**config.mk**
```make
export PLATFORM = sky130hd
export DESIGN_NAME = tune_ctrl_top
export DESIGN_NICKNAME = d
export VERILOG_FILES = /design/src/rtl/tune_ctrl_pkg.sv /design/src/rtl/bus_mode_regs.sv /design/src/rtl/tune_apply.sv /design/src/rtl/tune_ctrl_top.sv
export SDC_FILE = /design/constraint.sdc
export NUM_CORES = 1
export LEC_CHECK = 0
export BUFFER_PORTS_ARGS = -buffer_cell sky130_fd_sc_hd__buf_2
export CAP_MARGIN = 20
export CORE_MARGIN = 5
export CORE_UTILIZATION = 40
export DETAILED_ROUTE_END_ITERATION = 12
export GPL_TIMING_DRIVEN = 0
export PLACE_DENSITY = 0.75
export SLEW_MARGIN = 40
export SYNTH_ARGS = -nofsm -noshare
export SYNTH_HDL_FRONTEND = slang
export SYNTH_SLANG_ARGS = --single-unit
```
**constraint.sdc**
```tcl
create_clock -name clk_i -period 2.65 [get_ports clk_i]
set_input_delay 0.265 -clock clk_i [delete_from_list [all_inputs] [get_ports clk_i]]
set_output_delay 0.265 -clock clk_i [all_outputs]
set_load 0.1 [all_outputs]
```
**src/rtl/tune_ctrl_pkg.sv**
```systemverilog
package tune_ctrl_pkg;
  localparam int MODE_LSB = 0;
  localparam int MODE_W   = 3;
  localparam int TUNE_LSB = 8;
  localparam int TUNE_W   = 6;
  localparam int UPD_BIT  = 15;

  typedef enum logic [MODE_W-1:0] {
    MODE_SD     = 3'd0,
    MODE_SDR    = 3'd2,
    MODE_DDR    = 3'd3,
    MODE_HS200  = 3'd4,
    MODE_HS400  = 3'd5,
    MODE_HS400S = 3'd6
  } bus_mode_e;

  function automatic bus_mode_e legal_mode(input logic [MODE_W-1:0] code);
    case (code)
      3'd2:    return MODE_SDR;
      3'd3:    return MODE_DDR;
      3'd4:    return MODE_HS200;
      3'd5:    return MODE_HS400;
      3'd6:    return MODE_HS400S;
      default: return MODE_SD;
    endcase
  endfunction

  // single fold; valid while 2*taps > 2**TUNE_W
  function automatic logic [TUNE_W-1:0] wrap_tap(input logic [TUNE_W-1:0] req,
                                                 input int unsigned taps);
    if ({1'b0, req} >= (TUNE_W+1)'(taps)) return req - TUNE_W'(taps);
    return req;
  endfunction
endpackage

```
**src/rtl/bus_mode_regs.sv**
```systemverilog
module bus_mode_regs
  import tune_ctrl_pkg::*;
#(
  parameter int DATA_W = 32
) (
  input  logic              clk_i,
  input  logic              rst_ni,
  input  logic              wr_en_i,
  input  logic [DATA_W-1:0] wr_data_i,
  input  logic              busy_i,
  output bus_mode_e         mode_o,
  output logic [TUNE_W-1:0] field_o,
  output logic [DATA_W-1:0] rd_data_o
);
  bus_mode_e         mode_q;
  logic [TUNE_W-1:0] field_q;

  always_ff @(posedge clk_i or negedge rst_ni) begin
    if (!rst_ni) begin
      mode_q  <= MODE_SD;
      field_q <= '0;
    end else if (wr_en_i) begin
      mode_q  <= legal_mode(wr_data_i[MODE_LSB +: MODE_W]);
      field_q <= wr_data_i[TUNE_LSB +: TUNE_W];
    end
  end

  always_comb begin
    rd_data_o = '0;
    rd_data_o[MODE_LSB +: MODE_W] = mode_q;
    rd_data_o[TUNE_LSB +: TUNE_W] = field_q;
    rd_data_o[UPD_BIT]            = busy_i;
  end

  logic unused_wr_bits;
  assign unused_wr_bits = ^{wr_data_i[DATA_W-1:UPD_BIT], wr_data_i[TUNE_LSB-1:MODE_W],
                            wr_data_i[TUNE_LSB+TUNE_W +: (UPD_BIT-TUNE_LSB-TUNE_W)]};

  assign mode_o  = mode_q;
  assign field_o = field_q;
endmodule

```
**src/rtl/tune_apply.sv**
```systemverilog
module tune_apply
  import tune_ctrl_pkg::*;
#(
  parameter int UPD_LAT   = 4,
  parameter int TAP_COUNT = 43
) (
  input  logic              clk_i,
  input  logic              rst_ni,
  input  logic              start_i,
  input  logic [TUNE_W-1:0] field_i,
  output logic              busy_o,
  output logic [TUNE_W-1:0] tap_o
);
  localparam int CNT_W = $clog2(UPD_LAT + 1);

  logic [CNT_W-1:0]  cnt_q;
  logic              busy_q;
  logic [TUNE_W-1:0] tap_q;
  logic              done_w;

  assign done_w = busy_q && (cnt_q == CNT_W'(1));

  always_ff @(posedge clk_i or negedge rst_ni) begin
    if (!rst_ni) begin
      busy_q <= 1'b0;
      cnt_q  <= '0;
    end else if (start_i) begin
      busy_q <= 1'b1;
      cnt_q  <= CNT_W'(UPD_LAT);
    end else if (busy_q) begin
      busy_q <= !done_w;
      cnt_q  <= cnt_q - CNT_W'(1);
    end
  end

  // completion samples the field as held before this edge
  always_ff @(posedge clk_i or negedge rst_ni) begin
    if (!rst_ni)     tap_q <= '0;
    else if (done_w) tap_q <= wrap_tap(field_i, TAP_COUNT);
  end

  assign busy_o = busy_q;
  assign tap_o  = tap_q;
endmodule

```
**src/rtl/tune_ctrl_top.sv**
```systemverilog
module tune_ctrl_top
  import tune_ctrl_pkg::*;
#(
  parameter int DATA_W    = 32,
  parameter int UPD_LAT   = 4,
  parameter int TAP_COUNT = 43
) (
  input  logic              clk_i,
  input  logic              rst_ni,
  input  logic              wr_en_i,
  input  logic [DATA_W-1:0] wr_data_i,
  output logic [DATA_W-1:0] rd_data_o,
  output logic [2:0]        mode_o,
  output logic [5:0]        tap_o
);
  bus_mode_e         mode_w;
  logic [TUNE_W-1:0] field_w;
  logic              busy_w;
  logic              start_w;

  assign start_w = wr_en_i && wr_data_i[UPD_BIT];

  bus_mode_regs #(.DATA_W(DATA_W)) u_regs (
    .clk_i, .rst_ni, .wr_en_i, .wr_data_i,
    .busy_i   (busy_w),
    .mode_o   (mode_w),
    .field_o  (field_w),
    .rd_data_o
  );

  tune_apply #(.UPD_LAT(UPD_LAT), .TAP_COUNT(TAP_COUNT)) u_apply (
    .clk_i, .rst_ni,
    .start_i (start_w),
    .field_i (field_w),
    .busy_o  (busy_w),
    .tap_o
  );

  assign mode_o = mode_w;
endmodule

```
Yosys cells after proc, flatten, opt, wreduce, memory -nomap -nowiden
Index checks and enable logic that the tools add are counted.
- register bits: 19
- bits in latches: 0
- memory bits (writable): 0
- ROM bits: 0
- input bits: 35
- output and inout port bits: 41
- memories kept: 0
- add/subtract/negate cells: 2
- multiply operators: 0
- div/mod/pow operators: 0
- magnitude comparators: 1
- eq/ne operators: 6
- shifts and indexed selects: 0
- mux-type cells: 9
- bitwise operators: 0
- reduce and logical (&&, ||, !) cells: 4
- operators by type and width (operator ; count):
    case mux 3 bit (5 select lines) ; 1
    two-way mux 6 bit ; 2
    == test 3 bit, second input constant ; 3
    == test 3 x 2 -> 1 bit, second input constant ; 2
    greater-or-equal comparator 6 bit, second input constant ; 1
    two-way mux 3 bit ; 2
    subtractor 6 bit, second input constant ; 1
    two-way mux 1 bit ; 4
    == test 3 x 1 -> 1 bit, second input constant ; 1
    subtractor 3 x 1 -> 3 bit, second input constant ; 1
    logical AND 1 bit ; 2
    nonzero test 2 bit ; 1
    zero test 1 bit ; 1

Depth between registers and ports, before layout
- word-level depth: 5
- depth in mapped cells: 6

Hierarchy
From an unflattened synthesis, not the netlist that was laid out.
- cell total of the unflattened synthesis: 118
- area total of the unflattened synthesis: 1218.7 um2
- modules (own cells, without submodules) (module ; times used ; cells each ; area each (um2)):
    bus_mode_regs ; 1 ; 57 ; 638.1
    tune_apply ; 1 ; 60 ; 574.3
    tune_ctrl_top ; 1 ; 1 ; 6.3

Worst setup path before layout
No wires, ideal clock.
- kind: flip-flop to flip-flop
- from: reg u_regs.field_q[0] (netlist: u_regs.field_o[0])
- to: reg u_apply.tap_q[1] (netlist: u_apply.tap_o[1])
- library setup time: 0.082 ns
- arrival: 1.949 ns
- data required time: 2.568 ns
- setup slack: 0.619 ns
- cell stages (with the launch flop): 5
- buffers on the path: 0
- cells stage by stage: dfrtp_1 -> ha_1 -> nor3_2 -> or3b_1 -> a31oi_1
- word-level cells in the longest chain between the ends: 4
- elaborated cells between the ends (all ways): 6
- classes of those cells: add/sub (1); order compare (1); mux (4)
- ends and longest elaborated chain (element ; RTL line ; text):
    from (decl) ; bus_mode_regs.sv:16 ; logic [TUNE_W-1:0] field_q;
    from (signal assigned) ; bus_mode_regs.sv:24 ; field_q <= wr_data_i[TUNE_LSB +: TUNE_W];
    greater-or-equal comparator 6 bit ; tune_ctrl_pkg.sv:31 ; if ({1'b0, req} >= (TUNE_W+1)'(taps)) return req - TUNE_W'(taps);
    two-way mux 1 bit ; tune_ctrl_pkg.sv:31 ;
    two-way mux 1 bit ; tune_apply.sv:39 ; else if (done_w) tap_q <= wrap_tap(field_i, TAP_COUNT);
    two-way mux 6 bit (*) ; tune_ctrl_pkg.sv:32 ; return req;
    to (signal assigned) ; tune_apply.sv:39 ;
    to (decl) ; tune_apply.sv:18 ; logic [TUNE_W-1:0] tap_q;
Every way passes the cells marked *; elsewhere a longest branch is shown, timed or not. The select of a mux whose other input is x is not followed.
A chain may end at the register's enable or synchronous reset.

Worst setup path after layout
- from: reg u_apply.busy_q (netlist: u_apply.busy_o)
- to: out rd_data_o[15]
- RTL lines (element ; RTL line ; text):
    from (decl) ; tune_apply.sv:17 ; logic busy_q;
    from (signal assigned) ; tune_apply.sv:31 ; busy_q <= !done_w;
    to (decl) ; tune_ctrl_top.sv:12 ; output logic [DATA_W-1:0] rd_data_o,
No word-level cell between the ends.

==> flow_summary_export.csv <==
group,metric,value,unit
outcome,run_status,"finished clean",
hold_path,worstHoldPathType,"input pin to register",
placement,gp_congestion,0.831,
cts,cts.clk_slew.worst_paths,110,ps
setup_path,critPathArrivalTime,1320,ps
setup_path,ff2ff_setup_slack,1120,ps
floorplanning,start_util,41.6,%
detailed_routing,initialDrtViolationCount,18,
setup_path,worstReg2RegStart,"u_regs.field_o[0]",
layout,nets,212,
setup_path,path_class,"register to primary output",
detailed_routing,route.detailed.drc,0,
yosys,avgSynthCellArea,9.73,sq um
floorplanning,io_pins,76,
placement,hpwl,1830,um
power_and_ir_drop,leakagePower,0.000767,uW
sta,hold_ws,152,ps
sta,fmax,0.632,GHz
yosys,synth-edff-count,0,
yosys,yosysWarnings,0,
cts,cts_tree,"yes",
yosys,ys_ff_latch,19,
setup_path,end_kind,"primary output",
sta,worst_slack,1070,ps
global_route,grt_pass1_vias,869,
layout,area_delta_synth_final,26.7,%
setup_path,crit_slowest_cell,"dfrtp_1",
yosys,yosys_most_used_dff,"dfrtp_1",
sta,min_period_over_period,59.7,%
floorplanning,row_count,19,
cts,h-tree-depth,1,
sta,fin_skew,2.02,ps
cts,cts.repair.resized,0,
setup_path,reg2reg_to,"u_apply.tap_o[2]",
layout,utilization,52.8,%
detailed_routing,firstDrtPassIters,3,
power_and_ir_drop,power_density,1090,nW/um^2
cts,cts.path.max_buffers,2,
sta,slew_viol_final,0,
hold_path,holdPathEnd,"u_apply.cnt_q[1]",
cts,cts_made_buffers,3,
global_route,track_usage,11.9,%
setup_path,reg2regPathDepth,4,
yosys,synth.cell_area,1140,sq um
floorplanning,die_y,63.4,um
global_route,grt_max_degree,20,
yosys,synth_cell_types,30,
setup_path,critPathBufInv,2,
sta,fin_tns_setup,0,ps
cts,holdBufCountCts,1,
yosys,async_flop_share,100,%
setup_path,cpPeakStageDelay,470,ps
setup_path,worstPathRequired,2380,ps
global_route,grt.overflow.total,0,
cts,cts_setup_buffers,0,
cts,cts-root-buf,"clkbuf_4",
hold_path,holdCritStartpoint,"wr_data_i[15]",
run,drv_cap,0,
detailed_routing,routed_wl,2270,um
hold_path,whs_path_depth,2,
sta,layout_min_cycle_time,1580,ps
floorplanning,fp.coreArea,2730,sq um
power_and_ir_drop,power,1570,uW
sta,rsz0062_at_grt,"no",
cts,clock_latency,290,ps
placement,portBuffers,30,
sta,setup_violations,0,
detailed_routing,viasPerCell,4.41,
global_route,grt_pass1_wl,3840,um
setup_path,cp.depth,2,
floorplanning,die_w,63.4,um
placement,place_ws,1140,ps
setup_path,crit_fanout,7,
floorplanning,dieArea,4010,sq um
layout,drive_gt1_share,42.2,%
yosys,syn_inst,117,
setup_path,critPathTopFamily,"buffers and inverters",
detailed_routing,vias,899,
detailed_routing,detail_route.wl_per_cell,11.1,um
layout,diodes,0,
setup_path,cp-start-kind,"register",
setup_path,cp_cell_sequence,"buf_4 -> buf_2",
global_route,antenna_found_initial,0,
yosys,synth_seq_area_share,41.8,%
sta,final_hold_viol_count,0,
cts,cts.sinks,19,
power_and_ir_drop,max-vdd-ir-drop,0.843,mV
detailed_routing,final_antenna_net_count,0,
worst register-to-register path, cell delays in order, from the launching register on:
cell and delay [ps]:
dfrtp_1 470, ha_1 290, nand2b_1 170, or3b_1 370
a31oi_1 160
Yosys cell counts (all sizes together) (2+ instances only):
master / instances / share of area (%)
ha: 3 / 3.3
dfrtp: 19 / 42
a21oi: 4 / 1.8
mux2: 8 / 7.9
inv: 7 / 2.3
a31oi: 5 / 2.7
o21ai: 10 / 4.7
nand2: 5 / 1.6
buf: 29 / 18
nand3b: 2 / 1.3
nor2: 5 / 1.6
or3b: 2 / 1.5
nand3: 3 / 1.3
flip-flops by register name, summed over array words and instances, names as in the netlist:
signal,cells
u_regs.field_o,6
u_regs.mode_o,3
u_apply.cnt_q,3
u_apply.tap_o,6
u_apply.busy_o,1
how the worst max path moves through the flow:
stage                                  from                to
after floorplan           u_regs.field_o[0]  u_apply.tap_o[1]
after global placement    u_regs.field_o[0]  u_apply.tap_o[2]
after detailed placement  u_regs.field_o[0]  u_apply.tap_o[2]
after CTS                    u_apply.busy_o     rd_data_o[15]
after global routing      u_regs.field_o[2]     rd_data_o[10]
final                        u_apply.busy_o     rd_data_o[15]
metrics by stage:
step,cells,instance area (sq um)
detailed placement,199,1410
global route,204,1440
floorplan,138,1220
global placement,199,1410
CTS,204,1440
finish,204,1440
layer usage:
layer,GRT usage (%),up-vias,routed length [um]
li1,-,460,-
met1,14.1,402,914
met2,19.2,33,1110
met4,7.01,0,51
met5,0,-,0
met3,2.84,4,196
layout make-up:
type,instances,area [sq um]
Tap cell,31,38.8
Buffer,30,214
Fill cell,280,1290
Sequential cell,19,475
Inverter,7,26.3
Clock buffer,4,26.3
Multi-Input combinational cell,82,502
Timing Repair Buffer,31,160
layout by cell type, fill, tap and decap left out, types with 3 or more instances in the layout:
cell,count
conb_1,22
o21ai_0,9
inv_1,7
buf_4,26
mux2_2,8
dfrtp_1,19
nand2_1,5
nand3_1,3
clkbuf_4,3
buf_2,33
ha_1,3
nor2_1,5
a21oi_1,4
a31oi_1,5
cells by family (layout without fill, tap and decap cells):
| family | after synthesis | in the layout | share of synthesized area (%) |
|---|---|---|---|
| AO/OA/AOI/OAI | 23 | 23 | 11.9 |
| XOR/XNOR | 2 | 2 | 1.54 |
| adder cells (fa/ha/maj) | 3 | 3 | 3.30 |
| buffers and inverters | 37 | 72 | 21.1 |
| flip-flops | 19 | 19 | 41.8 |
| multiplexers | 8 | 8 | 7.91 |
| other | 1 | 22 | 0.329 |
| AND/OR/NAND/NOR | 24 | 24 | 12.2 |
power breakdown:
part	internal, uW	total [uW]	switching (uW)
Combinational	201	986	785
Sequential	375	440	65.3
Clock	58.6	146	87.6
Total	635	1570	938
No activity file was read; power rests on OpenSTA's default activity.
